===== config.mk =====
export PLATFORM = sky130hd
export DESIGN_NAME = pc_next_unit
export DESIGN_NICKNAME = d
export VERILOG_FILES = /design/src/rtl/pnu_pkg.sv /design/src/rtl/pnu_target.sv /design/src/rtl/pnu_stack_seq.sv /design/src/rtl/pc_next_unit.sv
export SDC_FILE = /design/constraint.sdc
export NUM_CORES = 1
export LEC_CHECK = 0
export BUFFER_PORTS_ARGS = -buffer_cell sky130_fd_sc_hd__buf_2
export CORE_MARGIN = 2
export CORE_UTILIZATION = 30
export CTS_CLUSTER_SIZE = 14
export DETAILED_ROUTE_END_ITERATION = 8
export GPL_TIMING_DRIVEN = 0
export PLACE_DENSITY = 0.59
export SETUP_SLACK_MARGIN = 0.1
export SYNTH_ARGS = -nofsm -noshare
export SYNTH_HDL_FRONTEND = slang
export SYNTH_SLANG_ARGS = --single-unit

===== constraint.sdc =====
create_clock -name clk -period 4.8 [get_ports clk]
set_input_delay 0.72 -clock clk [delete_from_list [all_inputs] [get_ports clk]]
set_output_delay 0.72 -clock clk [all_outputs]
set_load 0.05 [all_outputs]

===== src/rtl/pnu_pkg.sv =====
package pnu_pkg;
  typedef enum logic [3:0] {
    K_SEQ   = 4'd0,
    K_REL   = 4'd1,
    K_PAGE  = 4'd2,
    K_LONG  = 4'd3,
    K_INDEX = 4'd4,
    K_CALLP = 4'd5,
    K_CALLL = 4'd6,
    K_RET   = 4'd7,
    K_INTR  = 4'd8
  } op_kind_e;

  typedef enum logic [2:0] {
    S_IDLE,
    S_PUSH_LO,
    S_PUSH_HI,
    S_POP_HI,
    S_POP_LO,
    S_POP_END
  } seq_state_e;
endpackage


===== src/rtl/pnu_target.sv =====
module pnu_target
  import pnu_pkg::*;
#(
  parameter int DW     = 8,
  parameter int PAGE_W = 11
) (
  input  op_kind_e                 kind,
  input  logic [2*DW-1:0]          pc_inc,
  input  logic [PAGE_W-DW-1:0]     page_fld,
  input  logic [DW-1:0]            b2,
  input  logic [DW-1:0]            b3,
  input  logic [DW-1:0]            acc,
  input  logic [2*DW-1:0]          dptr,
  input  logic                     taken,
  input  logic [2*DW-1:0]          vec,
  output logic [2*DW-1:0]          tgt
);
  localparam int AW = 2 * DW;

  logic [AW-1:0] rel_sum, page_tgt, long_tgt, idx_sum;

  // relative: sign-extended offset, wrap modulo 2**AW
  assign rel_sum  = pc_inc + {{(AW-DW){b2[DW-1]}}, b2};
  // page form: only the low PAGE_W bits are replaced
  assign page_tgt = {pc_inc[AW-1:PAGE_W], page_fld, b2};
  assign long_tgt = {b2, b3};
  assign idx_sum  = dptr + {{(AW-DW){1'b0}}, acc};

  always_comb begin
    case (kind)
      K_REL:           tgt = taken ? rel_sum : pc_inc;
      K_PAGE, K_CALLP: tgt = page_tgt;
      K_LONG, K_CALLL: tgt = long_tgt;
      K_INDEX:         tgt = idx_sum;
      K_INTR:          tgt = vec;
      default:         tgt = pc_inc;
    endcase
  end
endmodule


===== src/rtl/pnu_stack_seq.sv =====
module pnu_stack_seq
  import pnu_pkg::*;
#(
  parameter int          DW      = 8,
  parameter int          SPW     = 8,
  parameter logic [7:0]  SP_INIT = 8'h07
) (
  input  logic            clk,
  input  logic            rst,
  input  logic            start_push,
  input  logic            start_pop,
  input  logic [2*DW-1:0] ret_in,
  input  logic [2*DW-1:0] tgt_in,
  input  logic [DW-1:0]   stk_rdata,
  output logic            busy,
  output logic            load,
  output logic [2*DW-1:0] load_val,
  output logic            stk_we,
  output logic            stk_re,
  output logic [SPW-1:0]  stk_addr,
  output logic [DW-1:0]   stk_wdata,
  output logic [SPW-1:0]  sp
);
  localparam int AW = 2 * DW;

  seq_state_e    state;
  logic [AW-1:0] ret_r, tgt_r;
  logic [DW-1:0] hi_r;

  always_ff @(posedge clk) begin
    if (rst) begin
      state <= S_IDLE;
      sp    <= SPW'(SP_INIT);
      ret_r <= '0;
      tgt_r <= '0;
      hi_r  <= '0;
    end else begin
      case (state)
        S_IDLE: begin
          if (start_push) begin
            ret_r <= ret_in;
            tgt_r <= tgt_in;
            state <= S_PUSH_LO;
          end else if (start_pop) begin
            state <= S_POP_HI;
          end
        end
        S_PUSH_LO: begin
          sp    <= sp + SPW'(1);
          state <= S_PUSH_HI;
        end
        S_PUSH_HI: begin
          sp    <= sp + SPW'(1);
          state <= S_IDLE;
        end
        S_POP_HI: begin
          sp    <= sp - SPW'(1);
          state <= S_POP_LO;
        end
        S_POP_LO: begin
          hi_r  <= stk_rdata;
          sp    <= sp - SPW'(1);
          state <= S_POP_END;
        end
        default: state <= S_IDLE;
      endcase
    end
  end

  always_comb begin
    stk_we    = (state == S_PUSH_LO) || (state == S_PUSH_HI);
    stk_re    = (state == S_POP_HI)  || (state == S_POP_LO);
    stk_addr  = stk_we ? sp + SPW'(1) : sp;
    stk_wdata = (state == S_PUSH_LO) ? ret_r[DW-1:0] : ret_r[AW-1:DW];
    load      = (state == S_PUSH_HI) || (state == S_POP_END);
    load_val  = (state == S_PUSH_HI) ? tgt_r : {hi_r, stk_rdata};
    busy      = (state != S_IDLE);
  end

  // low byte write is followed by the high byte write, SP one higher
  p_push_order_r6: assert property (@(posedge clk) disable iff (rst)
    (state == S_PUSH_LO) |=> (state == S_PUSH_HI && sp == $past(sp) + SPW'(1)));

  // the high byte read is followed by the low byte read, SP one lower
  p_pop_order_r7: assert property (@(posedge clk) disable iff (rst)
    (state == S_POP_HI) |=> (state == S_POP_LO && sp == $past(sp) - SPW'(1)));

  // a push cannot start from the middle of a pop
  p_no_restart_r9: assert property (@(posedge clk) disable iff (rst)
    (state == S_POP_LO) |=> (state == S_POP_END));
endmodule


===== src/rtl/pc_next_unit.sv =====
module pc_next_unit
  import pnu_pkg::*;
#(
  parameter int          DW      = 8,
  parameter int          SPW     = 8,
  parameter int          PAGE_W  = 11,
  parameter logic [7:0]  SP_INIT = 8'h07
) (
  input  logic                  clk,
  input  logic                  rst,
  input  logic                  op_valid,
  input  logic [3:0]            op_kind,
  input  logic [2*DW-1:0]       pc_inc,
  input  logic [PAGE_W-DW-1:0]  op_page,
  input  logic [DW-1:0]         op_b2,
  input  logic [DW-1:0]         op_b3,
  input  logic [DW-1:0]         acc,
  input  logic [2*DW-1:0]       dptr,
  input  logic                  taken,
  input  logic [2*DW-1:0]       vec,
  input  logic [DW-1:0]         stk_rdata,
  output logic [2*DW-1:0]       pc_o,
  output logic                  busy,
  output logic [SPW-1:0]        sp_o,
  output logic                  stk_we,
  output logic                  stk_re,
  output logic [SPW-1:0]        stk_addr,
  output logic [DW-1:0]         stk_wdata
);
  localparam int AW = 2 * DW;

  op_kind_e      kind;
  logic [AW-1:0] tgt, load_val, pc_q;
  logic          accept, is_push, is_pop, load;

  assign kind    = op_kind_e'(op_kind);
  assign accept  = op_valid && !busy;
  assign is_push = (kind == K_CALLP) || (kind == K_CALLL) || (kind == K_INTR);
  assign is_pop  = (kind == K_RET);

  pnu_target #(.DW(DW), .PAGE_W(PAGE_W)) target_i (
    .kind     (kind),
    .pc_inc   (pc_inc),
    .page_fld (op_page),
    .b2       (op_b2),
    .b3       (op_b3),
    .acc      (acc),
    .dptr     (dptr),
    .taken    (taken),
    .vec      (vec),
    .tgt      (tgt)
  );

  pnu_stack_seq #(.DW(DW), .SPW(SPW), .SP_INIT(SP_INIT)) seq_i (
    .clk        (clk),
    .rst        (rst),
    .start_push (accept && is_push),
    .start_pop  (accept && is_pop),
    .ret_in     (pc_inc),
    .tgt_in     (tgt),
    .stk_rdata  (stk_rdata),
    .busy       (busy),
    .load       (load),
    .load_val   (load_val),
    .stk_we     (stk_we),
    .stk_re     (stk_re),
    .stk_addr   (stk_addr),
    .stk_wdata  (stk_wdata),
    .sp         (sp_o)
  );

  always_ff @(posedge clk) begin
    if (rst)                             pc_q <= '0;
    else if (load)                       pc_q <= load_val;
    else if (accept && !is_push && !is_pop) pc_q <= tgt;
  end

  assign pc_o = pc_q;

  // reset clears the program counter
  p_reset_pc_r10: assert property (@(posedge clk) rst |=> (pc_q == '0));

  // a relative branch that is not taken falls through
  p_rel_fallthru_r2: assert property (@(posedge clk) disable iff (rst)
    (accept && kind == K_REL && !taken) |=> (pc_q == $past(pc_inc)));

  // a page jump keeps the upper bits of the incremented PC
  p_page_keep_r3: assert property (@(posedge clk) disable iff (rst)
    (accept && kind == K_PAGE) |=> (pc_q[AW-1:PAGE_W] == $past(pc_inc[AW-1:PAGE_W])));

  // while busy and not loading, the PC does not move
  p_hold_busy_r9: assert property (@(posedge clk) disable iff (rst)
    (busy && !load) |=> $stable(pc_q));
endmodule


==> results_dict.tcl <==
set metrics [dict create \
    status "finished, final reports clean" \
    cellPowerDensity_nw_per_um2 289 \
    p_leak_nw 2.74 \
    path_class "reg -> out" \
    clkPwrFrac_pct 35.2 \
    cts_buffer_depth 2 \
    totalWireLength_mm 19.0 \
    p_seq_share_pct 32.5 \
    path_depth 7 \
    drc_errors 0 \
    register_area_um2 1340 \
    vias 5793 \
    cts.sinks 67 \
    synth_nets 803 \
    required_ns 4.08 \
    p_int_w 0.00121 \
    synth_top_area_cell "dfxtp_1" \
    clkLatencyLatePin_ns 0.33 \
    fmax_ghz 0.351 \
    synth_seq_cells 67 \
    ir_drop_v 0.000191 \
    core_area_um2 17300 \
    ys_types 80 \
    rsz0062_at_grt "no" \
    fin_crit_ns 2.85 \
    crit_chain "buf_4 > xnor2_1 > or3_1 > nor2_1 > nand3_1 > xnor2_1 > buf_2" \
    synth_area_leaders "dfxtp_1 (25%), nand2_1 (6.9%), ha_1 (5.9%)" \
    reg2reg_depth 7 \
    drive_gt1_share_pct 25.6 \
    cts_buffers 9 \
    num_rows 48 \
    path_clk_slew_ns 0.06 \
    multi_input_area_um2 3630 \
    ys_seq_area_share_pct 25.3 \
    syn_area_um2 5300 \
    arrival_ns 2.13 \
    cp-end-kind "output port" \
    antenna_found_initial 0 \
    setup_tns_ns 0 \
    grt_first_pass_wirelength_mm 29.1 \
    syn_to_final_growth_pct 23.3 \
    fill_cells 1869 \
    cpLargestDelayFamily "simple AND/OR/NAND/NOR gates" \
    grt_max_degree 14 \
    synth_top_cell_area_share_pct 25.3 \
    cap_violations 0 \
    cts_root_buf "clkbuf_16" \
    power.total_w 0.00189 \
    final_hold_viol_count 0 \
    cts.htree.levels 3 \
    die_y_um 137 \
    dieWidth_um 137 \
    combPwrFrac_pct 32.3 \
    rrSetupSlack_ns 2.58 \
    setup_viol 0 \
    swShare_pct 36.2 \
    hold_depth 2 \
    drt_iter0_drc 428 \
    p_sw_w 0.000684 \
    place_hpwl_mm 15.0 \
    layout.nets 944 \
    drv_slew 0 \
    cp_slowest_cell "or3_1" \
    synth-edff-count 0 \
    ioPinCount 134 \
    port_buffers 130 \
    cp_max_fo 10 \
    n_antenna_cell 0 \
    ys.warnings.count 0 \
    route.antenna.remaining_nets 0 \
    grt_pass1_vias 5318 \
    setup.worst_path.start_class "flop" \
    grt_overflow 0 \
    drt_pass1_iterations 7 \
    crit_buf_inv 2 \
    post-route-period-util_pct 59.4 \
    hold_class "reg -> reg" \
    critPathMostFrequentCell "xnor2_1" \
    die_area_um2 18700 \
    cts_setup_buffers 0 \
    cts_tree "yes" \
    max_stage_delay_ns 0.40 \
    hold_buffers 0 \
    avgSynthCellArea_um2 7.73 \
    initial_core_util_pct 30.6 \
    finalClockSkew_ns 0.00930 \
    slew_headroom_pct 52.3 \
    synthFlopType "dfxtp_1" \
    grt_usage_pct 20.2 \
    cts_resized 0 \
    via_per_inst 5.49 \
    synthArstFlopShare_pct 0 \
    gp_congestion 0.918 \
    tightest_slew_ns 0.712 \
    synthCells 685 \
    routedWlPerCell_um 18.0 \
]
-- registers in the layout (all words and copies together), names as in the netlist --
register,flops
pc_o,16
seq_i.ret_r,16
seq_i.tgt_r,16
seq_i.hi_r,8
seq_i.sp,8
seq_i.state,3
-- per-stage QoR --
| step | area (um^2) | util [%] | setup slack (ns) | hold WS [ns] | instances |
|---|---|---|---|---|---|
| global route | 6530 | 37.8 | 1.79 | 0.470 | 1056 |
| CTS | 6530 | 37.8 | 1.92 | 0.454 | 1056 |
| finish | 6530 | 37.8 | 1.95 | 0.453 | 1056 |
| floorplan | 5300 | - | 1.66 | 0.433 | 685 |
| global placement | 6230 | 36.0 | 1.68 | 0.441 | 1040 |
| detailed placement | 6230 | 36.0 | 1.70 | 0.445 | 1040 |
-- worst reg2reg max path: cells and delay by family, from the launching register on --
family | cells | cell delay (ns)
AOI/OAI and AO/OA | 2 | 0.37
buffers and inverters | 2 | 0.51
DFF | 1 | 0.29
and+or+nand+nor | 3 | 0.92
-- cells in the mapped netlist (3+ instances only) --
| library cell | instances |
|---|---|
| a2111oi_2 | 3 |
| a211oi_1 | 15 |
| a21o_1 | 7 |
| a21oi_1 | 62 |
| a221oi_1 | 14 |
| a221oi_2 | 4 |
| a222oi_1 | 3 |
| a22oi_1 | 5 |
| a31oi_1 | 6 |
| and2_1 | 4 |
| and3_1 | 7 |
| buf_2 | 11 |
| buf_4 | 11 |
| buf_6 | 3 |
| clkbuf_1 | 19 |
| dfxtp_1 | 67 |
| ha_1 | 25 |
| inv_1 | 19 |
| mux2_2 | 11 |
| mux2i_1 | 4 |
| nand2_1 | 98 |
| nand2b_1 | 8 |
| nand3_1 | 6 |
| nand3b_1 | 6 |
| nand4_1 | 3 |
| nor2_1 | 61 |
| nor2b_1 | 5 |
| nor3_1 | 8 |
| o211ai_1 | 11 |
| o21a_1 | 3 |
| o21ai_0 | 35 |
| o21ai_1 | 6 |
| o221ai_1 | 7 |
| o22a_1 | 4 |
| o22ai_1 | 24 |
| o31ai_1 | 3 |
| or3_1 | 3 |
| or4_1 | 3 |
| xnor2_1 | 19 |
| xor2_1 | 16 |
-- cell type report --
cell class	instances	share of cell area (%)
Sequential cell	67	20.5
Timing Repair Buffer	130	9.96
Inverter	19	1.09
Multi-Input combinational cell	553	55.6
Clock inverter	7	1.17
Buffer	46	3.83
Tap cell	225	4.31
Clock buffer	9	3.45
-- cells by family after synthesis --
group                    Yosys count  synth area share [%]
flip-flops                        67                  25.3
buffers and inverters             65                  6.07
multiplexers                      15                  3.09
adder cells (fa/ha/maj)           27                  6.66
XOR/XNOR                          35                  5.79
AO/OA/AOI/OAI                    241                  31.5
AND/OR/NAND/NOR                  235                  21.6
-- metal layers --
layer	track usage, %	vias to the layer above	part of all wire (%)
met5	0	-	0
met4	7.22	0	3.1
met3	3.07	36	7.4
met2	31.3	249	44
met1	28.4	2688	46
li1	-	2820	-
-- power by group through the flow --
stage	registers (W)	clock network [W]	logic (W)
floorplan	0.000690	0	0.000353
global placement	0.000626	0	0.000601
detailed placement	0.000626	0	0.000602
CTS	0.000614	0.000672	0.000605
global route	0.000617	0.000698	0.000663
finish	0.000614	0.000665	0.000611
-- layout by cell type (no fill, tap or decap), drive strengths merged, types with 10 or more instances in the layout --
cell and n:
o22ai 24, xor2 16, buf 157, a211oi 15, a21oi 64, xnor2 19
nor2 63, clkbuf 28, inv 21, o211ai 11, mux2 11, dfxtp 67
o21ai 42, nor3 10, ha 25, a221oi 18, nand2 99, nand2b 10
-- final timing paths --
| path | startpoint | end |
|---|---|---|
| setup / recovery | seq_i.state[0]$_SDFFE_PP0P_ | stk_addr[7] |
| hold / removal | seq_i.ret_r[0]$_SDFFE_PP0P_ | seq_i.ret_r[0]$_SDFFE_PP0P_ |
| setup reg to reg | seq_i.state[0]$_SDFFE_PP0P_ | seq_i.tgt_r[4]$_SDFFE_PP0P_ |
| hold reg to reg | seq_i.ret_r[0]$_SDFFE_PP0P_ | seq_i.ret_r[0]$_SDFFE_PP0P_ |
Power figures use the tool's default switching activity.
